## config.mk

```make
export PLATFORM = sky130hd
export DESIGN_NAME = tile_fetch_agen
export DESIGN_NICKNAME = d
export VERILOG_FILES = /design/src/rtl/tfa_pkg.sv /design/src/rtl/tfa_coord.sv /design/src/rtl/tfa_attr_sel.sv /design/src/rtl/tfa_data_addr.sv /design/src/rtl/tile_fetch_agen.sv
export SDC_FILE = /design/constraint.sdc
export NUM_CORES = 1
export LEC_CHECK = 0
export ABC_AREA = 1
export BUFFER_PORTS_ARGS = -buffer_cell sky130_fd_sc_hd__buf_2
export CORE_MARGIN = 3
export CORE_UTILIZATION = 25
export DETAILED_ROUTE_END_ITERATION = 10
export GPL_TIMING_DRIVEN = 0
export PLACE_DENSITY = 0.51
export SKIP_CTS_REPAIR_TIMING = 1
export SYNTH_ARGS = -nofsm -noshare
export SYNTH_HDL_FRONTEND = slang
export SYNTH_SLANG_ARGS = --single-unit
```

## constraint.sdc

```tcl
create_clock -name clk -period 17.2 [get_ports clk]
set_input_delay 2.58 -clock clk [delete_from_list [all_inputs] [get_ports clk]]
set_output_delay 2.58 -clock clk [all_outputs]
set_load 0.02 [all_outputs]
```

## src/rtl/tfa_pkg.sv

```systemverilog
package tfa_pkg;

    localparam int COORD_W = 9;
    localparam int MAP_AW  = 13;
    localparam int WORD_W  = 16;
    localparam int IDX_W   = 16;
    localparam int SEG_W   = 16;
    localparam int TPOS_W  = 6;
    localparam int ATTR_W  = 12;
    localparam int DATA_AW = ((SEG_W + 6 > IDX_W + 12) ? SEG_W + 6 : IDX_W + 12) + 1;

    typedef enum logic [1:0] {
        DEPTH_2 = 2'd0,
        DEPTH_4 = 2'd1,
        DEPTH_6 = 2'd2,
        DEPTH_8 = 2'd3
    } depth_e;

    typedef struct packed {
        logic [3:0] pal;
        logic       hflip;
        logic       vflip;
        logic       blend;
    } tile_attr_t;

    typedef struct packed {
        logic              live;
        logic              use_reg;
        logic              odd;
        logic [1:0]        wsel;
        logic [1:0]        hsel;
        depth_e            depth;
        logic [TPOS_W-1:0] tx;
        logic [TPOS_W-1:0] ty;
        logic [SEG_W-1:0]  seg;
        tile_attr_t        reg_attr;
    } fetch_ctx_t;

    function automatic logic [3:0] depth_bits(depth_e d);
        return {1'b0, d, 1'b0} + 4'd2;
    endfunction

    function automatic logic [TPOS_W-1:0] side_mask(logic [1:0] sel);
        return TPOS_W'((32'd8 << sel) - 32'd1);
    endfunction

    function automatic tile_attr_t attr_from_byte(logic [6:0] b);
        tile_attr_t a;
        a.pal   = b[3:0];
        a.hflip = b[4];
        a.vflip = b[5];
        a.blend = b[6];
        return a;
    endfunction

endpackage

```

## src/rtl/tfa_coord.sv

```systemverilog
module tfa_coord
    import tfa_pkg::*;
#(
    parameter int PW_LOG2 = 9,
    parameter int PH_LOG2 = 8
) (
    input  logic [COORD_W-1:0] beam_x,
    input  logic [COORD_W-1:0] beam_y,
    input  logic [COORD_W-1:0] scroll_x,
    input  logic [COORD_W-1:0] scroll_y,
    input  logic [COORD_W-1:0] line_xofs,
    input  logic               line_en,
    input  logic               wall,
    input  logic [1:0]         wsel,
    input  logic [1:0]         hsel,
    input  logic [MAP_AW-1:0]  map_base,
    input  logic [MAP_AW-1:0]  attr_base,
    output logic [MAP_AW-1:0]  map_addr,
    output logic [MAP_AW-1:0]  attr_addr,
    output logic               odd,
    output logic [TPOS_W-1:0]  tx,
    output logic [TPOS_W-1:0]  ty
);

    localparam int LIN_W = PW_LOG2 + PH_LOG2 - 6;

    logic [PW_LOG2-1:0] lx;
    logic [PH_LOG2-1:0] ly;
    logic [PW_LOG2-1:0] col;
    logic [PH_LOG2-1:0] row;
    logic [LIN_W-1:0]   lin;
    logic [COORD_W-1:0] hofs;

    always_comb begin
        hofs = line_en ? line_xofs : '0;
        lx   = PW_LOG2'({2'b00, beam_x} + {2'b00, scroll_x} + {2'b00, hofs});
        ly   = PH_LOG2'({1'b0, beam_y} + {1'b0, scroll_y});
        col  = lx >> (32'd3 + 32'(wsel));
        row  = ly >> (32'd3 + 32'(hsel));
        lin  = LIN_W'(LIN_W'(row) << (PW_LOG2 - 3 - int'(wsel))) + LIN_W'(col);
        tx   = lx[TPOS_W-1:0] & side_mask(wsel);
        ty   = ly[TPOS_W-1:0] & side_mask(hsel);
        map_addr  = map_base + MAP_AW'(lin);
        attr_addr = wall ? attr_base : attr_base + MAP_AW'(lin >> 1);
        odd       = !wall && lin[0];
    end

endmodule

```

## src/rtl/tfa_attr_sel.sv

```systemverilog
module tfa_attr_sel
    import tfa_pkg::*;
(
    input  logic              use_reg,
    input  logic              odd,
    input  logic [WORD_W-1:0] attr_word,
    input  tile_attr_t        reg_attr,
    output tile_attr_t        attr
);

    logic [6:0] pick;
    logic       unused_top_bits;

    assign unused_top_bits = attr_word[15] ^ attr_word[7];

    always_comb begin
        pick = odd ? attr_word[14:8] : attr_word[6:0];
        attr = use_reg ? reg_attr : attr_from_byte(pick);
    end

endmodule

```

## src/rtl/tfa_data_addr.sv

```systemverilog
module tfa_data_addr
    import tfa_pkg::*;
(
    input  logic [SEG_W-1:0]   seg,
    input  logic [IDX_W-1:0]   idx,
    input  logic [1:0]         wsel,
    input  logic [1:0]         hsel,
    input  depth_e             depth,
    input  logic [TPOS_W-1:0]  tx,
    input  logic [TPOS_W-1:0]  ty,
    input  logic               hflip,
    input  logic               vflip,
    output logic [DATA_AW-1:0] word_addr,
    output logic [3:0]         bit_ofs
);

    logic [TPOS_W-1:0] fx;
    logic [TPOS_W-1:0] fy;
    logic [11:0]       pix;
    logic [15:0]       bitpos;
    logic [15:0]       size_words;
    logic [3:0]        bpp;

    always_comb begin
        bpp        = depth_bits(depth);
        fx         = hflip ? side_mask(wsel) - tx : tx;
        fy         = vflip ? side_mask(hsel) - ty : ty;
        pix        = 12'({6'b0, fy} << (32'd3 + 32'(wsel))) + {6'b0, fx};
        bitpos     = {4'b0, pix} * {12'b0, bpp};
        size_words = {12'b0, bpp} << (32'd2 + 32'(wsel) + 32'(hsel));
        word_addr  = DATA_AW'({seg, 6'b0})
                   + DATA_AW'(idx) * DATA_AW'(size_words)
                   + DATA_AW'(bitpos[15:4]);
        bit_ofs    = bitpos[3:0];
    end

endmodule

```

## src/rtl/tile_fetch_agen.sv

```systemverilog
module tile_fetch_agen
    import tfa_pkg::*;
#(
    parameter int PW_LOG2 = 9,
    parameter int PH_LOG2 = 8
) (
    input  logic               clk,
    input  logic               rst,
    input  logic               pix_valid,
    input  logic [8:0]         beam_x,
    input  logic [8:0]         beam_y,
    input  logic [8:0]         line_xofs,
    input  logic [8:0]         scroll_x,
    input  logic [8:0]         scroll_y,
    input  logic [11:0]        lyr_attr,
    input  logic               lyr_en,
    input  logic               bmp_mode,
    input  logic               attr_from_reg,
    input  logic               wallpaper,
    input  logic               line_scroll_en,
    input  logic               blend_en,
    input  logic [12:0]        map_base,
    input  logic [12:0]        attr_base,
    input  logic [15:0]        tile_seg,
    output logic               map_rd_en,
    output logic [12:0]        map_addr,
    input  logic [15:0]        map_rdata,
    output logic               attr_rd_en,
    output logic [12:0]        attr_addr,
    input  logic [15:0]        attr_rdata,
    output logic               out_valid,
    output logic               out_transp,
    output logic [28:0]        out_data_addr,
    output logic [3:0]         out_bit_ofs,
    output logic [3:0]         out_pal,
    output logic               out_hflip,
    output logic               out_vflip,
    output logic               out_blend
);

    logic [MAP_AW-1:0] c_map_addr;
    logic [MAP_AW-1:0] c_attr_addr;
    logic              c_odd;
    logic [TPOS_W-1:0] c_tx;
    logic [TPOS_W-1:0] c_ty;
    logic              fetch_go;
    fetch_ctx_t        ctx_new;

    fetch_ctx_t        ctx1;
    fetch_ctx_t        ctx2;
    logic              v1;
    logic              v2;

    tile_attr_t        sel_attr;
    logic [DATA_AW-1:0] c_data_addr;
    logic [3:0]        c_bit_ofs;
    logic              c_transp;

    tfa_coord #(
        .PW_LOG2(PW_LOG2),
        .PH_LOG2(PH_LOG2)
    ) u_coord (
        .beam_x   (beam_x),
        .beam_y   (beam_y),
        .scroll_x (scroll_x),
        .scroll_y (scroll_y),
        .line_xofs(line_xofs),
        .line_en  (line_scroll_en),
        .wall     (wallpaper),
        .wsel     (lyr_attr[5:4]),
        .hsel     (lyr_attr[7:6]),
        .map_base (map_base),
        .attr_base(attr_base),
        .map_addr (c_map_addr),
        .attr_addr(c_attr_addr),
        .odd      (c_odd),
        .tx       (c_tx),
        .ty       (c_ty)
    );

    always_comb begin
        fetch_go               = pix_valid && lyr_en && !bmp_mode;
        ctx_new.live           = lyr_en && !bmp_mode;
        ctx_new.use_reg        = attr_from_reg;
        ctx_new.odd            = c_odd;
        ctx_new.wsel           = lyr_attr[5:4];
        ctx_new.hsel           = lyr_attr[7:6];
        ctx_new.depth          = depth_e'(lyr_attr[1:0]);
        ctx_new.tx             = c_tx;
        ctx_new.ty             = c_ty;
        ctx_new.seg            = tile_seg;
        ctx_new.reg_attr.pal   = lyr_attr[11:8];
        ctx_new.reg_attr.hflip = lyr_attr[2];
        ctx_new.reg_attr.vflip = lyr_attr[3];
        ctx_new.reg_attr.blend = blend_en;
    end

    // Stage 1: issue map reads and capture context
    always_ff @(posedge clk) begin
        if (rst) begin
            v1         <= 1'b0;
            map_rd_en  <= 1'b0;
            attr_rd_en <= 1'b0;
            map_addr   <= '0;
            attr_addr  <= '0;
            ctx1       <= '0;
        end else begin
            v1         <= pix_valid;
            map_rd_en  <= fetch_go;
            attr_rd_en <= fetch_go && !attr_from_reg;
            if (pix_valid) begin
                map_addr  <= c_map_addr;
                attr_addr <= c_attr_addr;
                ctx1      <= ctx_new;
            end
        end
    end

    // Stage 2: wait for the memory answer
    always_ff @(posedge clk) begin
        if (rst) begin
            v2   <= 1'b0;
            ctx2 <= '0;
        end else begin
            v2   <= v1;
            ctx2 <= ctx1;
        end
    end

    tfa_attr_sel u_attr_sel (
        .use_reg  (ctx2.use_reg),
        .odd      (ctx2.odd),
        .attr_word(attr_rdata),
        .reg_attr (ctx2.reg_attr),
        .attr     (sel_attr)
    );

    tfa_data_addr u_data_addr (
        .seg      (ctx2.seg),
        .idx      (map_rdata),
        .wsel     (ctx2.wsel),
        .hsel     (ctx2.hsel),
        .depth    (ctx2.depth),
        .tx       (ctx2.tx),
        .ty       (ctx2.ty),
        .hflip    (sel_attr.hflip),
        .vflip    (sel_attr.vflip),
        .word_addr(c_data_addr),
        .bit_ofs  (c_bit_ofs)
    );

    assign c_transp = !ctx2.live || (map_rdata == '0);

    // Stage 3: result register
    always_ff @(posedge clk) begin
        if (rst) begin
            out_valid     <= 1'b0;
            out_transp    <= 1'b0;
            out_data_addr <= '0;
            out_bit_ofs   <= '0;
            out_pal       <= '0;
            out_hflip     <= 1'b0;
            out_vflip     <= 1'b0;
            out_blend     <= 1'b0;
        end else begin
            out_valid <= v2;
            if (v2) begin
                out_transp <= c_transp;
                if (c_transp) begin
                    out_data_addr <= '0;
                    out_bit_ofs   <= '0;
                    out_pal       <= '0;
                    out_hflip     <= 1'b0;
                    out_vflip     <= 1'b0;
                    out_blend     <= 1'b0;
                end else begin
                    out_data_addr <= c_data_addr;
                    out_bit_ofs   <= c_bit_ofs;
                    out_pal       <= sel_attr.pal;
                    out_hflip     <= sel_attr.hflip;
                    out_vflip     <= sel_attr.vflip;
                    out_blend     <= sel_attr.blend;
                end
            end
        end
    end

endmodule

```

* After elaboration in Yosys (flattened, before gate mapping) *
Index checks and enable logic that the tools add are counted.

storage, ports and cells
  flip-flop bits (word level) = 160
  input bits = 140
  output and inout port bits = 70
  word-level logic and storage cells = 98

operators by class
  add/subtract/negate cells = 22
  $mul = 2
  shift-type cells = 9
  multiplexer cells = 12
  bitwise gates (word level) = 2
  reductions and logical operators = 11

operators with widths
  cell                                                                 number
  32-bit by 2-bit adder with 32-bit output                             1
  4-bit by 32-bit left shift with 16-bit output                        1
  6-bit by 32-bit left shift with 12-bit output                        1
  8-bit by 32-bit left shift with 11-bit output                        1
  8-bit by 32-bit >> shifter with 8-bit output                         1
  9-bit by 32-bit >> shifter with 9-bit output                         1
  22-bit by 29-bit adder with 29-bit output                            1
  29-bit by 12-bit adder with 29-bit output                            1
  16-bit by 16-bit multiplier with 29-bit output                       1
  29-bit 2-to-1 mux                                                    1
  4-bit by 2-bit left shift with 6-bit output (first input constant)   4
  6-bit by 1-bit subtractor with 6-bit output (second input constant)  4
  9-bit adder                                                          2
  16-bit zero test                                                     1
  12-bit by 4-bit multiplier with 16-bit output                        1
  7-bit 2-to-1 mux                                                     2
  13-bit by 10-bit adder with 13-bit output                            1
  13-bit by 11-bit adder with 13-bit output                            1
  13-bit 2-to-1 mux                                                    1
  12-bit by 6-bit adder with 12-bit output                             1
  2-bit by 2-bit adder with 3-bit output (first input constant)        4
  6-bit AND                                                            2
  6-bit 2-to-1 mux                                                     2
  6-bit subtractor                                                     2
  10 further kinds                                                     20

* Longest topological paths before layout *
  word-level depth = 9
  depth in mapped cells = 57
  mapped depth without buffers = 56

* Hierarchy *
Synthesis repeated with hierarchy kept, for this count alone.

second synthesis, totals
  cells, all modules = 2383
  area total of the unflattened synthesis = 18763.0 um2

modules (own cells, without submodules)
  module           instances  cells each  area an instance (um2)  seq. area each (um2)
  tfa_data_addr    1          1357        10566.4                 0.0
  tile_fetch_agen  1          513         5069.9                  3203.1
  tfa_coord        1          460         2899.0                  0.0
  tfa_attr_sel     1          53          227.7                   0.0

* Worst setup path before layout *
Ideal clock, no wire load.

  kind = input port to flip-flop
  start = in attr_rdata[4]
  end = reg out_data_addr[26]
  setup time = 0.132 ns
  arrival time = 10.749 ns
  required time = 17.068 ns
  slack = 6.318 ns
  cell stages on the path = 48
  path buffers = 0
  cells stage by stage = or2_2 o211ai_1 o21ai_1 xor2_1 ha_1 fa_1 a21oi_1 o21bai_1 xor2_1 or2_2 fa_1 inv_1 ha_1 inv_1 fa_1 o21ai_0 a21oi_1 o21bai_1 (+12 left out) inv_1 fa_1 inv_1 fa_1 inv_1 ha_1 nand2_1 nand2_1 a21oi_1 nand2_1 nand2_1 nand3_1 nand2_1 nand2_1 a21o_1 or2_2 nand2_1 a21oi_1

between the ends
  longest elaborated chain between the ends = 7

ends and longest elaborated chain
  element                                        line                    RTL
  from (decl)                                    tile_fetch_agen.sv:30   input logic [15:0] attr_rdata,
  7-bit 2-to-1 mux                               tfa_attr_sel.sv:17      pick = odd ? attr_word[14:8] : attr_word[6:0];
  7-bit 2-to-1 mux                               tfa_attr_sel.sv:18      attr = use_reg ? reg_attr : attr_from_byte(pick);
  6-bit 2-to-1 mux                               tfa_data_addr.sv:26     fx = hflip ? side_mask(wsel) - tx : tx;
  12-bit by 6-bit adder with 12-bit output       tfa_data_addr.sv:28     pix = 12'({6'b0, fy} << (32'd3 + 32'(wsel))) + {6'b0, fx};
  12-bit by 4-bit multiplier with 16-bit output  tfa_data_addr.sv:29     bitpos = {4'b0, pix} * {12'b0, bpp};
  29-bit by 12-bit adder with 29-bit output      tfa_data_addr.sv:33     + DATA_AW'(bitpos[15:4]);
  29-bit 2-to-1 mux                              tile_fetch_agen.sv:169  if (c_transp) begin
  to (signal assigned)                           tile_fetch_agen.sv:177  out_data_addr <= c_data_addr;
  to (decl)                                      tile_fetch_agen.sv:33   output logic [28:0] out_data_addr,

Every way passes these cells.
A chain may end at the register's enable or synchronous reset.

* Final worst setup path *
  start = in attr_rdata[4]
  end = reg out_data_addr[21]

The elaborated chain is that of the path after synthesis.

==> impl_metrics.csv <==
group,metric,value,unit
timing,timing_hold_violations_final,0,
floorplan,design.core.area,72100,sq um
worst_hold_path,worstHoldStart,"ctx1[2]$_SDFFE_PP0P_",
pwr,peakVddDrop,0.0000842,V
routing,first_pass_iters,5,
floorplan,die_height,277,um
routing,drcViolationCount,0,
setup_path,rr_startpoint,"ctx2[39]$_SDFF_PP0_",
global_routing,groute.usage.overall,14.9,%
pwr,clock_group_share_of_total_power,21.0,%
layout,nNetsFinal,3171,
setup_path,critPathMaxFanout,9,
routing,route.detailed.vias_per_inst,4.36,
synthesis,synth-edff-count,0,
pwr,pwr-share-comb,56.6,%
layout,core_util_final,29.3,%
clock_tree,tritoncts,"yes",
pwr,power.share.switching,46.4,%
clock_tree,root_buffer,"clkbuf_16",
layout,synthToLayoutAreaGrowth,15.1,%
timing,post-route-min-period,11.76,ns
floorplan,dieWidth,277,um
setup_path,critPathSlowestCell,"nor4_1",
run_status,outcome,"complete, no violations",
setup_path,crit_start,"attr_rdata[4]",
synthesis,mapped_avg_cell_area,7.65,sq um
setup_path,critical_path_required,17.53,ns
setup_path,setup.worst_path.end_class,"register",
global_routing,grt_max_degree,17,
pwr,power_frac_seq,22.5,%
synthesis,netlist_instances,2398,
pwr,total_internal_power,0.966,mW
placed_design,place_congestion,0.880,
routing,detail-route-antenna-nets,0,
timing,final.period_utilization,68.4,%
worst_hold_path,min_path_type,"register to register",
pwr,p_leak,10.9,nW
synthesis,synth.distinct_cells,55,
placed_design,hpwl,49500,um
timing,finalSetupViolations,0,
timing,max_slew_margin,37.0,%
layout,layout.cells.most_common_list,"479 x nand2_1, 468 x inv_1, 241 x nor2_1, 232 x fa_1, 202 x buf_2",
clock_tree,cts_buf_count,17,
timing,rsz0062_at_grt,"no",
global_routing,antenna_found_initial,23,
setup_path,critPathMostFrequentCell,"nand2_1",
timing,timing_max_transition_violations_final,0,
placed_design,portBuffers,198,
routing,number_of_violations_reported_at_the_end_of_detailed_routing_iteration_0,812,
timing,tightest_slew,0.944,ns
synthesis,synth-seq-cells,159,
setup_path,critical_path_class,"input port to register",
placed_design,placedCellCount,3546,
routing,routed_via_count,15638,
timing,fin_hold_ws,0.417,ns
global_routing,first_global_vias,15503,
synthesis,synth_ff_type,"dfxtp_1",
timing,achievable-frequency,85.0,MHz
run,max_cap_violations,0,
clock_tree,clk-insertion-delay-late,0.47,ns
layout,layout_commonest_cell,"nand2_1",
floorplan,floorplan.io_pins,210,
layout,final_cell_count_no_fill,3585,
synthesis,synthArstFlopShare,0,%
setup_path,worst-endpoint-arrival,12.09,ns
timing,clock_skew,0.0126,ns
global_routing,global_route_wire_length_before_repair,88300,um
floorplan,die_area,76600,sq um
placed_design,preCtsSetupSlack,4.93,ns
synthesis,area_of_the_mapped_netlist,18300,sq um
clock_tree,cts_sinks,159,
synthesis,ys_warn_count,0,
layout,drive_gt1_share,10.9,%
routing,total_wire_length_after_detailed_routing,56500,um
clock_tree,htreeDepth,4,
timing,finalSetupTns,0,ns
timing,fin_ws,5.44,ns
floorplan,rows,98,
pwr,total_switching_power,0.837,mW
routing,post_drt_wl_per_cell,15.8,um
clock_tree,clkTransAtPathRegs,0.07,ns
pwr,power_density,85.5,nW/um^2
setup_path,critical_path.max_stage_delay,0.60,ns
synthesis,synth_fp_nets,2954,
clock_tree,ctsLongestPathBuffers,2,
synthesis,yosysSeqAreaShare,17.4,%
layout,n_fill_cell,8000,
global_routing,gr-total-overflow,0,
floorplan,initial_utilization,25.4,%
setup_path,worst_setup_path_start_kind,"input port",
==> worst max-delay path: cells and delay by family <==
kind,cells,cell delay [ns]
adder cells (fa/ha/maj),11,4.49
AND/OR/NAND/NOR,17,2.14
AO/OA/AOI/OAI,13,1.85
XOR/XNOR,3,0.74
buffers and inverters,5,0.30
==> power by group through the flow <==
stage                     registers (mW)  logic [mW]  clock network, mW
after CTS                          0.406        1.04              0.389
final                              0.405        1.02              0.378
after global placement             0.414        1.03                  0
after detailed placement           0.414        1.02                  0
after global routing               0.408        1.19              0.405
after floorplan                    0.423       0.743                  0
==> registers in the layout, summed over array words and instances, names as in the netlist <==
signal and cells:
attr_rd_en 1, out_data_addr 29, out_pal 4, v2 1
attr_addr 13, out_valid 1, out_vflip 1, map_addr 13
out_blend 1, out_transp 1, out_bit_ofs 3, v1 1
ctx2 44, ctx1 44, out_hflip 1, map_rd_en 1
==> routing by layer <==
| metal | up-vias | track usage, % | part of all wire [%] |
|---|---|---|---|
| met5 | - | 0 | 0.27 |
| met4 | 22 | 2.53 | 1.2 |
| met3 | 63 | 4.39 | 7.2 |
| met2 | 372 | 24.5 | 47 |
| met1 | 7310 | 19.5 | 44 |
| li1 | 7871 | - | - |
==> cell usage after synthesis, types with 5 or more instances <==
library cell	number	area [sq um]
a21oi_1	156	781
nand4_1	13	81.3
nand3_2	10	100
o21bai_1	10	75.1
o22a_1	28	245
inv_1	468	1760
o211ai_1	15	113
clkbuf_1	65	244
xnor2_1	25	219
o21ai_0	84	420
ha_1	184	2300
xor2_1	38	333
or2_2	8	50.1
nor3_1	7	35.0
nor2_1	241	905
clkinv_1	6	22.5
inv_2	10	37.5
a31oi_1	5	31.3
nand3_1	89	445
fa_1	232	4640
dfxtp_1	159	3180
nor4_1	7	43.8
nand2_1	479	1800
==> per-stage QoR <==
stage	power, mW	area (sq um)
3_3_place_gp	1.45	20500
3_5_place_dp	1.44	20500
6_report	1.80	21100
5_1_grt	2.00	21100
2_1_floorplan	1.17	18300
4_1_cts	1.83	21100
==> cells by family after synthesis <==
family | share of synthesized area [%]
adders and majority gates | 37.9
muxes | 0.109
DFF | 17.4
buffers and inverters | 11.6
AOI/OAI and AO/OA | 10.1
other | 0.0204
and+or+nand+nor | 19.8
xor gates and xnor gates | 3.19
==> cell type report <==
cell class | instances | area, sq um | area share [%]
Tap cell | 950 | 1190 | 5.63
Inverter | 485 | 1830 | 8.65
Buffer | 75 | 299 | 1.42
Clock inverter | 15 | 148 | 0.699
Sequential cell | 159 | 3180 | 15.1
Antenna cell | 7 | 17.5 | 0.0830
Timing Repair Buffer | 198 | 991 | 4.69
Multi-Input combinational cell | 1679 | 13000 | 61.7
Clock buffer | 17 | 425 | 2.02
==> final timing paths <==
kind / end / slack (ns) / depth (start not counted)
setup / recovery: out_data_addr[21]$_SDFFE_PP0P_ / 5.44 / 49
hold / removal: ctx2[2]$_SDFF_PP0_ / 0.42 / 2
setup reg to reg: out_data_addr[21]$_SDFFE_PP0P_ / 6.66 / 49
hold reg to reg: ctx2[2]$_SDFF_PP0_ / 0.42 / 2
Note: power is estimated with default switching activity, not from simulation.
